<file path="src/rtl/sdf_pkg.sv">
package sdf_pkg;
   // run lengths of 1s that carry meaning on the channel
   localparam int STUFF_RUN = 5;   // a 0 after this many 1s is filler
   localparam int FLAG_RUN  = 6;   // 0, six 1s, 0 closes a flag
   localparam int BREAK_RUN = 7;   // seven or more 1s then 0 closes a break
   localparam int RUN_W     = $clog2(BREAK_RUN + 1);

   typedef enum logic [1:0] {
      HIT_NONE  = 2'd0,
      HIT_FLAG  = 2'd1,
      HIT_BREAK = 2'd2
   } hit_e;
endpackage

</file>
<file path="src/rtl/sdf_destuff.sv">
module sdf_destuff
   import sdf_pkg::*;
(
   input  logic clk,
   input  logic rst_n,
   input  logic den_i,
   input  logic din_i,
   output logic bit_vld_o,
   output logic bit_o,
   output hit_e hit_o
);
   logic [RUN_W-1:0] ones_q;
   logic             lead0_q;   // a received 0 opened the current run
   logic             stuffed;

   assign stuffed   = !din_i && (ones_q == RUN_W'(STUFF_RUN));
   assign bit_vld_o = den_i && !stuffed;
   assign bit_o     = din_i;

   always_comb begin
      hit_o = HIT_NONE;
      if (den_i && !din_i) begin
         if (ones_q == RUN_W'(BREAK_RUN))
            hit_o = HIT_BREAK;
         else if (ones_q == RUN_W'(FLAG_RUN) && lead0_q)
            hit_o = HIT_FLAG;
      end
   end

   always_ff @(posedge clk) begin
      if (!rst_n) begin
         ones_q  <= '0;
         lead0_q <= 1'b0;
      end else if (den_i) begin
         if (din_i) begin
            if (ones_q != RUN_W'(BREAK_RUN))
               ones_q <= ones_q + 1'b1;
         end else begin
            ones_q  <= '0;
            lead0_q <= 1'b1;
         end
      end
   end
endmodule

</file>
<file path="src/rtl/sdf_assemble.sv">
module sdf_assemble #(
   parameter int WORD_W    = 8,
   parameter bit LSB_FIRST = 1'b1
) (
   input  logic              clk,
   input  logic              rst_n,
   input  logic              bit_vld_i,
   input  logic              bit_i,
   input  logic              clear_i,
   output logic              word_vld_o,
   output logic [WORD_W-1:0] word_o
);
   localparam int CNT_W = $clog2(WORD_W);

   logic [WORD_W-1:0] shr_q, shr_nx;
   logic [CNT_W-1:0]  cnt_q;

   generate
      if (LSB_FIRST) begin : g_lsb
         assign shr_nx = {bit_i, shr_q[WORD_W-1:1]};
      end else begin : g_msb
         assign shr_nx = {shr_q[WORD_W-2:0], bit_i};
      end
   endgenerate

   always_ff @(posedge clk) begin
      if (!rst_n) begin
         shr_q      <= '0;
         cnt_q      <= '0;
         word_vld_o <= 1'b0;
         word_o     <= '0;
      end else begin
         word_vld_o <= 1'b0;
         if (clear_i) begin
            cnt_q <= '0;
         end else if (bit_vld_i) begin
            shr_q <= shr_nx;
            if (cnt_q == CNT_W'(WORD_W - 1)) begin
               cnt_q      <= '0;
               word_vld_o <= 1'b1;
               word_o     <= shr_nx;
            end else begin
               cnt_q <= cnt_q + 1'b1;
            end
         end
      end
   end
endmodule

</file>
<file path="src/rtl/sdf_sync_mon.sv">
module sdf_sync_mon #(
   parameter int FRAME_WORDS = 60
) (
   input  logic clk,
   input  logic rst_n,
   input  logic flag_i,
   input  logic word_i,
   output logic sync_o
);
   localparam int CNT_W = $clog2(FRAME_WORDS + 1);
   localparam logic [CNT_W-1:0] LAST = CNT_W'(FRAME_WORDS);

   logic [CNT_W-1:0] cnt_q;

   always_ff @(posedge clk) begin
      if (!rst_n) begin
         cnt_q  <= '0;
         sync_o <= 1'b0;
      end else if (flag_i) begin
         cnt_q  <= '0;
         sync_o <= 1'b1;
      end else if (word_i) begin
         if (cnt_q == LAST)
            sync_o <= 1'b0;   // flag slot held data instead
         else
            cnt_q <= cnt_q + 1'b1;
      end
   end
endmodule

</file>
<file path="src/rtl/sync_deframer.sv">
module sync_deframer
   import sdf_pkg::*;
#(
   parameter int WORD_W      = 8,
   parameter int FRAME_WORDS = 60,
   parameter bit LSB_FIRST   = 1'b1
) (
   input  logic              clk,
   input  logic              rst_n,
   input  logic              den_i,
   input  logic              din_i,
   output logic              word_vld_o,
   output logic [WORD_W-1:0] word_o,
   output logic              flag_o,
   output logic              brk_o,
   output logic              sync_o
);
   initial begin
      if (WORD_W < 2)
         $fatal(1, "sync_deframer: WORD_W must be at least 2");
      if (FRAME_WORDS < 1)
         $fatal(1, "sync_deframer: FRAME_WORDS must be at least 1");
   end

   logic bit_vld, bit_val;
   hit_e hit;

   sdf_destuff u_destuff (
      .clk       (clk),
      .rst_n     (rst_n),
      .den_i     (den_i),
      .din_i     (din_i),
      .bit_vld_o (bit_vld),
      .bit_o     (bit_val),
      .hit_o     (hit)
   );

   sdf_assemble #(.WORD_W(WORD_W), .LSB_FIRST(LSB_FIRST)) u_asm (
      .clk        (clk),
      .rst_n      (rst_n),
      .bit_vld_i  (bit_vld),
      .bit_i      (bit_val),
      .clear_i    (hit != HIT_NONE),
      .word_vld_o (word_vld_o),
      .word_o     (word_o)
   );

   always_ff @(posedge clk) begin
      if (!rst_n) begin
         flag_o <= 1'b0;
         brk_o  <= 1'b0;
      end else begin
         flag_o <= (hit == HIT_FLAG);
         brk_o  <= (hit == HIT_BREAK);
      end
   end

   sdf_sync_mon #(.FRAME_WORDS(FRAME_WORDS)) u_mon (
      .clk    (clk),
      .rst_n  (rst_n),
      .flag_i (flag_o),
      .word_i (word_vld_o),
      .sync_o (sync_o)
   );
endmodule

</file>
<file path="config.mk">
export PLATFORM = sky130hd
export DESIGN_NAME = sync_deframer
export DESIGN_NICKNAME = d
export VERILOG_FILES = /design/src/rtl/sdf_pkg.sv /design/src/rtl/sdf_destuff.sv /design/src/rtl/sdf_assemble.sv /design/src/rtl/sdf_sync_mon.sv /design/src/rtl/sync_deframer.sv
export SDC_FILE = /design/constraint.sdc
export NUM_CORES = 1
export LEC_CHECK = 0
export BUFFER_PORTS_ARGS = -buffer_cell sky130_fd_sc_hd__buf_2
export CAP_MARGIN = 20
export CORE_ASPECT_RATIO = 1.5
export CORE_UTILIZATION = 45
export DETAILED_ROUTE_END_ITERATION = 6
export GPL_TIMING_DRIVEN = 0
export PLACE_DENSITY = 0.72
export SYNTH_ARGS = -nofsm -noshare
export SYNTH_HDL_FRONTEND = slang
export SYNTH_HIERARCHICAL = 1
export SYNTH_SLANG_ARGS = --single-unit
</file>
<file path="constraint.sdc">
create_clock -name clk -period 1.98 [get_ports clk]
set_input_delay 0.396 -clock clk [delete_from_list [all_inputs] [get_ports clk]]
set_output_delay 0.396 -clock clk [all_outputs]
set_load 0.01 [all_outputs]
</file>
# Word-level counts from Yosys, hierarchy flattened

Index checks and enable logic that the tools add are counted.

$add $sub $neg: 3
Equal/unequal tests: 9
Multiplexer cells: 10
Bitwise operators: 5
Reduce and logical (&&, ||, !) cells: 18

Operators by type and width:

| operator            | count |
|---|---|
| $eq 3x3->1 const B  | 4 |
| $reduce_and 2->1    | 5 |
| $mux 3              | 3 |
| $add 3x1->3 const B | 2 |
| $add 6x1->6 const B | 1 |
| $eq 6x6->1 const B  | 1 |
| $reduce_bool 2->1   | 3 |
| $mux 1              | 5 |
| $not 1->1           | 5 |
| $logic_and 1x1->1   | 4 |
| $mux 2              | 2 |
| $reduce_or 2->1     | 2 |
| $ne 3x3->1 const B  | 1 |
| $reduce_and 3->1    | 1 |
| $reduce_or 3->1     | 1 |
| $eq 2x1->1 const B  | 1 |
| $eq 2x2->1 const B  | 1 |
| $logic_not 1->1     | 2 |
| $ne 2x1->1 const B  | 1 |

Register bits: 33
Input bits: 4
Output and inout bits: 12
Word-level logic and storage cells: 55

# Depth between registers and ports, before layout

Gate-level depths: netlist of run 1.

Depth after elaboration: 8
Gate-level depth with buffers: 10

# By module

The synthesis of run 1 kept the hierarchy.

By module, submodules not included:

| module        | instances | cells an instance | area an instance (µm²) |
|---|---|---|---|
| sdf_assemble  | 1         | 77                | 772.0 |
| sdf_sync_mon  | 1         | 40                | 354.1 |
| sdf_destuff   | 1         | 30                | 265.3 |
| sync_deframer | 1         | 5                 | 66.3 |

# Worst setup path after synthesis of run 1

Ideal clock, no wire load.

Path type: flip-flop to flip-flop
From: register u_destuff.ones_q[0]
To: register u_asm.shr_q[2]
Library setup time: 116 ps
Arrival: 1633 ps
Path slack: 231 ps
Stages on the path, launching flop included: 9
Cells stage by stage: dfxtp_1 ha_1 ha_1 and2_1 or2_1 and2b_1 buf_6 mux2i_1 nor2b_1

RTL lines:

| element                           | RTL line            | RTL |
|---|---|---|
| start: declaration                | sdf_destuff.sv:12   | `logic [RUN_W-1:0] ones_q;` |
| start signal: assignment          | sdf_destuff.sv:37   | `ones_q <= ones_q + 1'b1;` |
| $eq 3x3->1                        | sdf_destuff.sv:23   | `if (ones_q == RUN_W'(BREAK_RUN))` |
| $mux 2                            | sdf_destuff.sv:23   |  |
| $mux 2                            | sdf_destuff.sv:22   | `if (den_i && !din_i) begin` |
| via hit[1]                        | sync_deframer.sv:26 | `hit_e hit;` |
| $reduce_bool 2->1                 | sync_deframer.sv:43 | `.clear_i (hit != HIT_NONE),` |
| $not 1->1 (no source line)        | n/a                 |  |
| $reduce_and 2->1 (no source line) | n/a                 |  |
| end signal: assignment            | sdf_assemble.sv:37  | `shr_q <= shr_nx;` |
| end: declaration                  | sdf_assemble.sv:15  | `logic [WORD_W-1:0] shr_q, shr_nx;` |

The timed path passes the listed nets, and every way through them passes these cells.
A chain may end at the register's enable or synchronous reset.

# Worst setup path after layout of run 1

From: register u_destuff.ones_q[0]
To: register u_asm.shr_q[7]

The elaborated chain is that of the path after synthesis.

==> results of run 1 <==
==> power breakdown <==
part / switching [mW] / internal, mW / total (mW)
Sequential: 0.00781 / 0.653 / 0.660
Clock: 0.254 / 0.372 / 0.626
Combinational: 0.0369 / 0.0283 / 0.0652
==> layout make-up <==
type	instances	area, µm²	share of cell area
well taps	39	48.8	0.0287
plain buffers	7	57.6	0.0338
repair buffers	15	75.1	0.0442
multi-input cells	104	732	0.430
flip-flops and latches	32	642	0.377
clock buffers	5	68.8	0.0405
clock inverters	3	42.5	0.0250
inverters	9	33.8	0.0199
==> worst max-delay path: stages (launching register included) <==
cell and delay (ns):
dfxtp_2 0.34, ha_1 0.20, ha_2 0.19, and2_1 0.15
or2_1 0.22, and2b_1 0.20, buf_6 0.15, mux2i_2 0.23
nor2b_1 0.07
==> logic make-up (layout without fill, tap and decap cells) <==
| kind of cell | after synthesis | count (layout) |
|---|---|---|
| adders and majority gates | 8 | 8 |
| muxes | 10 | 10 |
| AOI/OAI and AO/OA | 27 | 27 |
| buffers and inverters | 16 | 39 |
| and+or+nand+nor | 59 | 59 |
| DFF | 32 | 32 |
==> placed cells by master, fill, tap and decap left out, drive strengths merged, types with 2 or more instances in the layout <==
| master | n |
|---|---|
| o22ai | 2 |
| and3b | 3 |
| clkbuf | 7 |
| inv | 9 |
| o21a | 2 |
| a41oi | 2 |
| a21oi | 2 |
| mux2i | 10 |
| o21ai | 9 |
| nor2b | 9 |
| a21boi | 2 |
| nand3b | 2 |
| nand2 | 21 |
| nor2 | 2 |
| nand2b | 2 |
| dfxtp | 32 |
| and2 | 2 |
| nand3 | 10 |
| a31oi | 3 |
| buf | 20 |
| ha | 8 |
==> metal layers <==
layer	global-route usage	routed length [µm]	vias up
li1	-	-	572
met1	0.176	1130	525
met2	0.327	1490	14
met3	0.0637	86	7
met4	0.108	69	0
met5	0	0	-
==> final timing paths <==
kind                           to
setup / recovery   u_asm/shr_q[7]
hold reg to reg   u_asm/word_o[1]
setup reg to reg   u_asm/shr_q[7]
hold / removal    u_asm/word_o[1]
==> through the flow <==
stage | utilization | total power, mW | hold slack, ns | setup slack (ns)
after CTS | 0.564 | 1.36 | 0.450 | 0.0495
after global routing | 0.566 | 1.40 | 0.473 | 0.0142
after global placement | 0.527 | 0.733 | 0.437 | 0.146
after floorplan | - | 0.717 | 0.436 | 0.231
final | 0.566 | 1.35 | 0.447 | 0.120
after detailed placement | 0.527 | 0.738 | 0.440 | 0.0868
==> sequential cells by signal, indices dropped and copies added (netlist names) <==
| name | cells |
|---|---|
| u_asm/word_o | 8 |
| brk_o | 1 |
| u_destuff/ones_q | 3 |
| u_asm/cnt_q | 3 |
| u_mon/sync_o | 1 |
| u_mon/cnt_q | 6 |
| u_destuff/lead0_q | 1 |
| flag_o | 1 |
| u_asm/shr_q | 7 |
| u_asm/word_vld_o | 1 |
==> out/metrics.cfg, run 1 <==
[timing]
fmax_mhz = 538
fin_crit_sh = 0.940
worst_pin_slew_ns = 0.514
hold_viol = 0
drv_slew = 0
grt_setup_unrepaired = no
slew_headroom = 0.656
period_needed_ns = 1.86
fin_skew_ns = 0.00431
setup_viol = 0
fin_tns_setup_ns = 0

[global_routing]
grt_first_pass_wirelength_um = 4670
grt_pass1_vias = 1052
grt_max_degree = 19
grt_usage = 0.181
gr-total-overflow = 0
antenna_found_initial = 0

[critical_path]
start_kind = flop
cp.required_ns = 2.16
crit_type = reg -> reg
worst_r2r_path_depth = 8
crit_fanout = 7
arrival_ns = 2.04
cp-startpoint = u_destuff/ones_q[0]
cp-end-kind = flop
r2r-start = u_destuff/ones_q[0]
r2r_slack_ns = 0.12

[route]
via_count = 1118
drt-vias-per-instance = 5.22
dr.first_iter.drc_count = 27
firstDrtPassIters = 4
drt-total-wl_um = 2770
drcViolationCount = 0
ant_nets = 0
avgRoutedWirePerCell_um = 12.9

[power]
vdd_ir_drop_max_mv = 0.588
pwr_density_cell_nw_per_um2 = 795
leakage_nw = 0.731

[clock_network]
clk_latency_ns = 0.29
cts_buffer_depth = 2
ctsResizeCount = 0
cts_tree = yes
clkSinkCount = 32
path_clk_slew_ns = 0.07
cts_root_buf = clkbuf_8
postCtsHoldBufs = 0
numCtsBuffers = 5
post-cts-setup-buffer-count = 0
h-tree-depth = 2

[synth]
ys_ff_latch = 32
synth_flop_cell = dfxtp_1
ys_warn_count = 6
yosys.area.top_type_share = 0.439
synth_xor_area_frac = 0
synth_top_family_by_area = simple AND/OR/NAND/NOR gates
muxShareOfSynthArea = 0.0687
netlist_top_cells_area = dfxtp_1 44%, ha_1 6.9%, mux2i_1 6.9%
ys_top_cells_by_count = 32 x dfxtp_1, 21 x nand2_1, 10 x mux2i_1
synth_nets = 164
synth_area_um2 = 1460
postSynthCellCount = 152
synthArstFlopShare = 0
yosys.area_share.simple = 0.226
yosys.cell_types.count = 43
synth_edf_count = 0
synth_compound_area_frac = 0.135
avgSynthCellArea_um2 = 9.59
seq_area_frac_synth = 0.439
yosysTopAreaCell = dfxtp_1
synthAdderAreaFrac = 0.0687
synth.most_common_cell = dfxtp_1

[final_layout]
area_delta_synth_final_pct = 16.7
nFillCells = 302
antennaDiodeCount = 0
stdcell_area_um2 = 1700
drive_gt1_frac = 0.229
final_cells = 214
final_nets = 186

[hold_path]
min-delay-start = u_asm/word_o[1]
hold_depth = 2
min_path_type = reg -> reg

[placed_design]
dp_hpwl_um = 1970
post_dp_cell_area_um2 = 1580
dp_cells = 206
port_buffers = 15
place_congestion = 0.818

[floorplan]
fp.dieW_um = 48.5
dieHeight_um = 71.7
io_pins = 16
initial_core_util = 0.485
rows = 24
dieArea_um2 = 3480
coreArea_um2 = 3000

[outcome]
outcome = finished, final reports clean

[job]
drv_cap = 0

(Power assumes the default switching activity.)
==> inputs of run 2 (changes only) <==
--- a/config.mk
+++ b/config.mk
@@ -7,7 +7,7 @@
 export LEC_CHECK = 0
 export BUFFER_PORTS_ARGS = -buffer_cell sky130_fd_sc_hd__buf_2
 export CAP_MARGIN = 20
-export CORE_ASPECT_RATIO = 1.5
+export CORE_ASPECT_RATIO = 1.25
 export CORE_UTILIZATION = 45
 export DETAILED_ROUTE_END_ITERATION = 6
 export GPL_TIMING_DRIVEN = 0
==> run 2 against run 1 <==
  * Sequential share of layout area up 0.85 points
  * Via count up 0.89%
  * Critical endpoint unchanged
  * Count of clock-buffer cells in the layout up 1
  * Global-route usage up 0.60 points
  * Critical path depth unchanged
  * Routed wire length up 2.7%
  * Clock skew up 0.00076 ns
  * Non-clock buffer count unchanged
  * Cell count down 1.4%
==> out/metrics.cfg, run 2 (synthesis results as in run 1) <==
[route]
dr.first_iter.drc_count = 28  ; +3.7%
firstDrtPassIters = 4  ; unchanged
avgRoutedWirePerCell_um = 13.5  ; +4.2%
via_count = 1128  ; +0.89%
drcViolationCount = 0  ; unchanged
drt-total-wl_um = 2840  ; +2.7%
drt-vias-per-instance = 5.35  ; +2.3%
ant_nets = 0  ; unchanged

[clock_network]
clk_latency_ns = 0.33  ; +0.04 ns
h-tree-depth = 2  ; unchanged
cts_buffer_depth = 2  ; unchanged
numCtsBuffers = 5  ; unchanged
cts_root_buf = clkbuf_4
cts_tree = yes
path_clk_slew_ns = 0.10  ; +0.03 ns
clkSinkCount = 32  ; unchanged

[final_layout]
largest_reg_flops = 8  ; unchanged
drive_gt1_frac = 0.223  ; -0.00571
final_nets = 186  ; unchanged
seq_area_um2 = 642  ; unchanged
top_regs = u_asm/word_o (8), u_asm/shr_q (7), u_mon/cnt_q (6)
nFillCells = 284  ; -6.0%
final_cells = 211  ; -1.4%
layout_commonest_cell = dfxtp_1
layout_common_cells = 31 x dfxtp_1, 21 x nand2_1, 16 x buf_2
area_delta_synth_final_pct = 14.1
multi_input_area_um2 = 733  ; +0.17%
largest-register = u_asm/word_o
antennaDiodeCount = 0  ; unchanged

[timing]
fin_tns_setup_ns = 0  ; unchanged
fmax_mhz = 536  ; -0.32%
hold_viol = 0  ; unchanged
period_needed_ns = 1.87  ; +0.00606 ns
slew_headroom = 0.652  ; -0.00381
drv_slew = 0  ; unchanged
worst_pin_slew_ns = 0.519  ; +0.00568 ns
fin_crit_sh = 0.943  ; +0.00306
fin_skew_ns = 0.00508  ; +0.000761 ns
setup_viol = 0  ; unchanged
grt_setup_unrepaired = no

[placed_design]
place_congestion = 0.748  ; -8.6%
dp_hpwl_um = 2070  ; +4.9%
dp_cells = 203  ; -1.5%
port_buffers = 15  ; unchanged

[global_routing]
grt_first_pass_wirelength_um = 4580  ; -1.9%
gr-total-overflow = 0  ; unchanged
grt_pass1_vias = 1111  ; +5.6%
antenna_found_initial = 0  ; unchanged
grt_usage = 0.187  ; +0.00600
grt_max_degree = 19  ; unchanged

[floorplan]
coreArea_um2 = 3000  ; about the same
io_pins = 16  ; unchanged
dieHeight_um = 65.6  ; -8.5%
fp.dieW_um = 52.9  ; +9.1%
dieArea_um2 = 3470  ; about the same
initial_core_util = 0.486  ; about the same
rows = 22  ; -8.3%

[critical_path]
crit_fanout = 7  ; unchanged
path_cells = ha_1 > ha_2 > and2_1 > or2_1 > and2b_1 > buf_6 > mux2i_1 > nor2b_1
start_kind = flop
cp.required_ns = 2.21  ; +0.05 ns
crit_type = reg -> reg
cpPeakStageDelay_ns = 0.35  ; about the same
worst_r2r_path_depth = 8  ; unchanged
slowest_stage = dfxtp_2
arrival_ns = 2.10  ; +0.06 ns
cp-end-kind = flop

[hold_path]
hold_depth = 3  ; +1
min_path_type = in -> reg

[job]
drv_cap = 0  ; unchanged

[outcome]
outcome = finished, final reports clean

[power]
pwr_density_cell_nw_per_um2 = 727  ; -8.6%
leakage_nw = 0.724  ; -0.99%
vdd_ir_drop_max_mv = 0.525  ; -11%

run 2: cell types whose count changed in the layout (fill, tap and decap cells not counted):
cell	before	now
clkbuf_4	0	5
clkbuf_8	5	0
clkbuf_1	2	3
clkinvlp_4	1	0
mux2i_1	9	10
mux2i_2	1	0
nor3_1	1	0
nor3_2	0	1
run 2: critical path: cells and delay by family, from the launching register on:
| family | cells | cell delay (ns) |
|---|---|---|
| buffers and inverters | 1 | 0.14 |
| multiplexers | 1 | 0.20 |
| adder cells (fa/ha/maj) | 2 | 0.40 |
| flip-flops | 1 | 0.35 |
| AND/OR/NAND/NOR | 4 | 0.68 |
run 2: path summary, 6_finish.rpt:
path                  startpoint                   to  slack [ns]
max          u_destuff/ones_q[0]       u_asm/shr_q[7]        0.11
min                        din_i  u_destuff/ones_q[1]        0.43
max reg2reg  u_destuff/ones_q[0]       u_asm/shr_q[7]        0.11
min reg2reg      u_asm/word_o[5]      u_asm/word_o[5]        0.46
run 2: per-stage QoR:
| stage | hold slack, ns | util | instance area, µm² | worst slack, ns | total power, mW |
|---|---|---|---|---|---|
| after floorplan | 0.436 | - | 1460 | 0.231 | 0.717 |
| after global placement | 0.438 | 0.526 | 1580 | 0.115 | 0.733 |
| after detailed placement | 0.438 | 0.526 | 1580 | 0.0754 | 0.738 |
| after CTS | 0.423 | 0.551 | 1650 | 0.0563 | 1.22 |
| after global routing | 0.450 | 0.554 | 1660 | 0.0198 | 1.26 |
| final | 0.429 | 0.554 | 1660 | 0.114 | 1.21 |
run 2: area by class of cell:
cell class	instances	area share
Buffer	7	0.0346
Clock buffer	6	0.0248
Clock inverter	2	0.0211
Inverter	9	0.0203
Multi-Input combinational cell	104	0.441
Sequential cell	32	0.386
Tap cell	36	0.0271
Timing Repair Buffer	15	0.0451
run 2: where the power goes:
group	leakage, nW	switching (mW)	internal [mW]
clock	0.0422	0.220	0.265
sequential	0.259	0.00684	0.652
combinational	0.422	0.0373	0.0273
run 2: what timing repair did:
| action | 4_1_cts | 5_1_grt |
|---|---|---|
| setup endpoints to repair | 0 | 15 |
| setup buffers | 0 | 0 |
| gates resized for setup | 0 | 3 |
| hold buffers | 0 | 0 |
run 2: layer usage:
metal,vias to the layer above,wire length [µm],track usage,part of all wire
li1,574,-,-,-
met4,0,44,0.118,0.015
met3,4,132,0.0486,0.046
met1,520,1170,0.176,0.41
met5,-,0,0,0
met2,30,1500,0.343,0.53
==> inputs of run 3 (changes only) <==
--- a/config.mk
+++ b/config.mk
@@ -7,11 +7,13 @@
 export LEC_CHECK = 0
 export BUFFER_PORTS_ARGS = -buffer_cell sky130_fd_sc_hd__buf_2
 export CAP_MARGIN = 20
+export CELL_PAD_IN_SITES_DETAIL_PLACEMENT = 0
+export CELL_PAD_IN_SITES_GLOBAL_PLACEMENT = 2
 export CORE_ASPECT_RATIO = 1.25
-export CORE_UTILIZATION = 45
+export CORE_UTILIZATION = 36
 export DETAILED_ROUTE_END_ITERATION = 6
 export GPL_TIMING_DRIVEN = 0
-export PLACE_DENSITY = 0.72
+export PLACE_DENSITY = 0.86
 export SYNTH_ARGS = -nofsm -noshare
 export SYNTH_HDL_FRONTEND = slang
 export SYNTH_HIERARCHICAL = 1
==> run 3 against run 2 <==
  * Global-route usage down 4.7 points
  * Cell count increased by 8.5%
  * Sequential power hardly changed
  * Register-to-register slack gained 0.03 ns
==> out/metrics.cfg, run 3 (synthesis results as in run 1) <==
[floorplan]
rows = 25  ; +14%
dieArea_um2 = 4310  ; +24%
fp.dieW_um = 58.9  ; +11%
dieHeight_um = 73.1  ; +11%
io_pins = 16  ; unchanged
coreArea_um2 = 3820  ; +27%
initial_core_util = 0.382  ; -0.104

[clock_network]
post-cts-setup-buffer-count = 0  ; unchanged
postCtsHoldBufs = 0  ; unchanged
cts_root_buf = clkbuf_8
clkSinkCount = 32  ; unchanged
numCtsBuffers = 5  ; unchanged
cts_tree = yes
h-tree-depth = 2  ; unchanged
cts_buffer_depth = 2  ; unchanged
path_clk_slew_ns = 0.07  ; -0.03 ns
ctsResizeCount = 0  ; unchanged
clk_latency_ns = 0.28  ; -0.05 ns

[timing]
worst_pin_slew_ns = 0.517  ; -0.00223 ns
slew_headroom = 0.654  ; +0.00150
fin_skew_ns = 0.00683  ; +0.00176 ns
period_needed_ns = 1.84  ; -0.0271 ns
fin_crit_sh = 0.929  ; -0.0137
hold_viol = 0  ; unchanged
fin_tns_setup_ns = 0  ; unchanged
drv_slew = 0  ; unchanged
setup_viol = 0  ; unchanged
grt_setup_unrepaired = no
fmax_mhz = 544  ; +1.5%

[critical_path]
crit_fanout = 7  ; unchanged
crit_type = reg -> reg
cp.required_ns = 2.15  ; -0.06 ns
start_kind = flop
slowest_stage = dfxtp_1
path_cells = ha_1 > ha_2 > and2_1 > or2_1 > and2b_1 > buf_6 > mux2i_1 > nor2b_1
cp_num_buf_inv = 1  ; unchanged
cpPeakStageDelay_ns = 0.35  ; about the same
arrival_ns = 2.01  ; -0.09 ns
cp-end-kind = flop
crit_family = simple AND/OR/NAND/NOR gates

[final_layout]
layout_common_cells = 32 x dfxtp_1, 21 x nand2_1, 16 x buf_2
antennaDiodeCount = 0  ; unchanged
largest_reg_flops = 8  ; unchanged
area_delta_synth_final_pct = 17.7
largest-register = u_asm/word_o
final_nets = 186  ; unchanged
top_regs = u_asm/word_o (8), u_asm/shr_q (7), u_mon/cnt_q (6)
drive_gt1_frac = 0.217  ; -0.00571
nFillCells = 408  ; +44%
layout_commonest_cell = dfxtp_1

[power]
p_clk_frac = 0.458  ; +0.057
leakage_nw = 0.736  ; +1.7%
pwr_density_cell_nw_per_um2 = 777  ; +6.9%
combPwrFrac = 0.048  ; -0.005
power.total_mw = 1.33  ; +10%
switching_share = 0.210  ; -0.00893
p_sw_mw = 0.280  ; +5.8%
seqPwrFrac = 0.495  ; -0.050
cellInternalPower_mw = 1.05  ; +12%
vdd_ir_drop_max_mv = 0.378  ; -28%

[placed_design]
port_buffers = 15  ; unchanged
dp_hpwl_um = 1850  ; -11%
place_congestion = 0.793  ; +6.0%

[route]
drt-vias-per-instance = 4.69  ; -12%
firstDrtPassIters = 4  ; unchanged
drt-total-wl_um = 2600  ; -8.7%
ant_nets = 0  ; unchanged
drcViolationCount = 0  ; unchanged
via_count = 1075  ; -4.7%
avgRoutedWirePerCell_um = 11.3  ; -16%
dr.first_iter.drc_count = 61  ; +120%

[outcome]
outcome = finished, final reports clean

[global_routing]
grt_first_pass_wirelength_um = 4420  ; -3.6%
use_met2 = 0.218  ; -0.125
grt_use_met3 = 0.0355  ; -0.0132
antenna_found_initial = 0  ; unchanged
grt_max_degree = 19  ; unchanged
gr-total-overflow = 0  ; unchanged
grt_usage = 0.140  ; -0.0474
gr-usage-met1 = 0.166  ; -0.00978
grt_pass1_vias = 1026  ; -7.7%
busiest_layer = met2

[job]
drv_cap = 0  ; unchanged

[hold_path]
min_path_type = reg -> reg

run 3: cell types whose count changed in the layout (fill, tap and decap cells not counted):
| cell | before | now |
|---|---|---|
| clkbuf_8 | 0 | 5 |
| dfxtp_1 | 31 | 32 |
| clkbuf_4 | 5 | 0 |
| dfxtp_2 | 1 | 0 |
run 3: worst min-delay path: cells and delay by family (launching register included):
family	cells	cell delay (ns)
flops	1	0.31
simple gates	1	0.05
compound gates	1	0.05
run 3: cell type report:
cell class / count / area (µm²) / share of cell area
plain buffers: 7 / 57.6 / 0.0336
well taps: 54 / 67.6 / 0.0394
inverters: 9 / 33.8 / 0.0197
repair buffers: 15 / 75.1 / 0.0438
clock buffers: 6 / 72.6 / 0.0423
flip-flops and latches: 32 / 641 / 0.373
multi-input cells: 104 / 733 / 0.427
clock inverters: 2 / 35.0 / 0.0204
run 3: power groups by stage:
stage | Combinational (mW) | Clock (mW) | Sequential (mW)
6_report | 0.0636 | 0.610 | 0.659
5_1_grt | 0.0720 | 0.655 | 0.660
4_1_cts | 0.0650 | 0.628 | 0.660
3_5_place_dp | 0.0640 | 0 | 0.674
3_3_place_gp | 0.0607 | 0 | 0.673
2_1_floorplan | 0.0447 | 0 | 0.672
run 3: metal layers:
| metal | up-vias | share of wire |
|---|---|---|
| met5 | - | 0 |
| met3 | 7 | 0.036 |
| met1 | 476 | 0.47 |
| li1 | 572 | - |
| met4 | 0 | 0.027 |
| met2 | 20 | 0.47 |
run 3: final timing paths:
path / start / endpoint / slack [ns] / cells past startpoint
worst max-delay path: u_destuff/ones_q[0] / u_asm/shr_q[6] / 0.14 / 8
worst min-delay path: u_asm/word_o[6] / u_asm/word_o[6] / 0.44 / 2
worst max register to register: u_destuff/ones_q[0] / u_asm/shr_q[6] / 0.14 / 8
worst min register to register: u_asm/word_o[6] / u_asm/word_o[6] / 0.44 / 2
run 3: per-stage QoR:
step | instances | utilization | hold slack, ns | cell area, µm² | setup WS (ns)
floorplan | 152 | - | 0.436 | 1460 | 0.231
global placement | 221 | 0.419 | 0.435 | 1600 | 0.106
detailed placement | 221 | 0.419 | 0.436 | 1600 | 0.0577
CTS | 229 | 0.448 | 0.451 | 1710 | 0.0475
global route | 229 | 0.450 | 0.468 | 1720 | 0.0142
finish | 229 | 0.450 | 0.444 | 1720 | 0.141
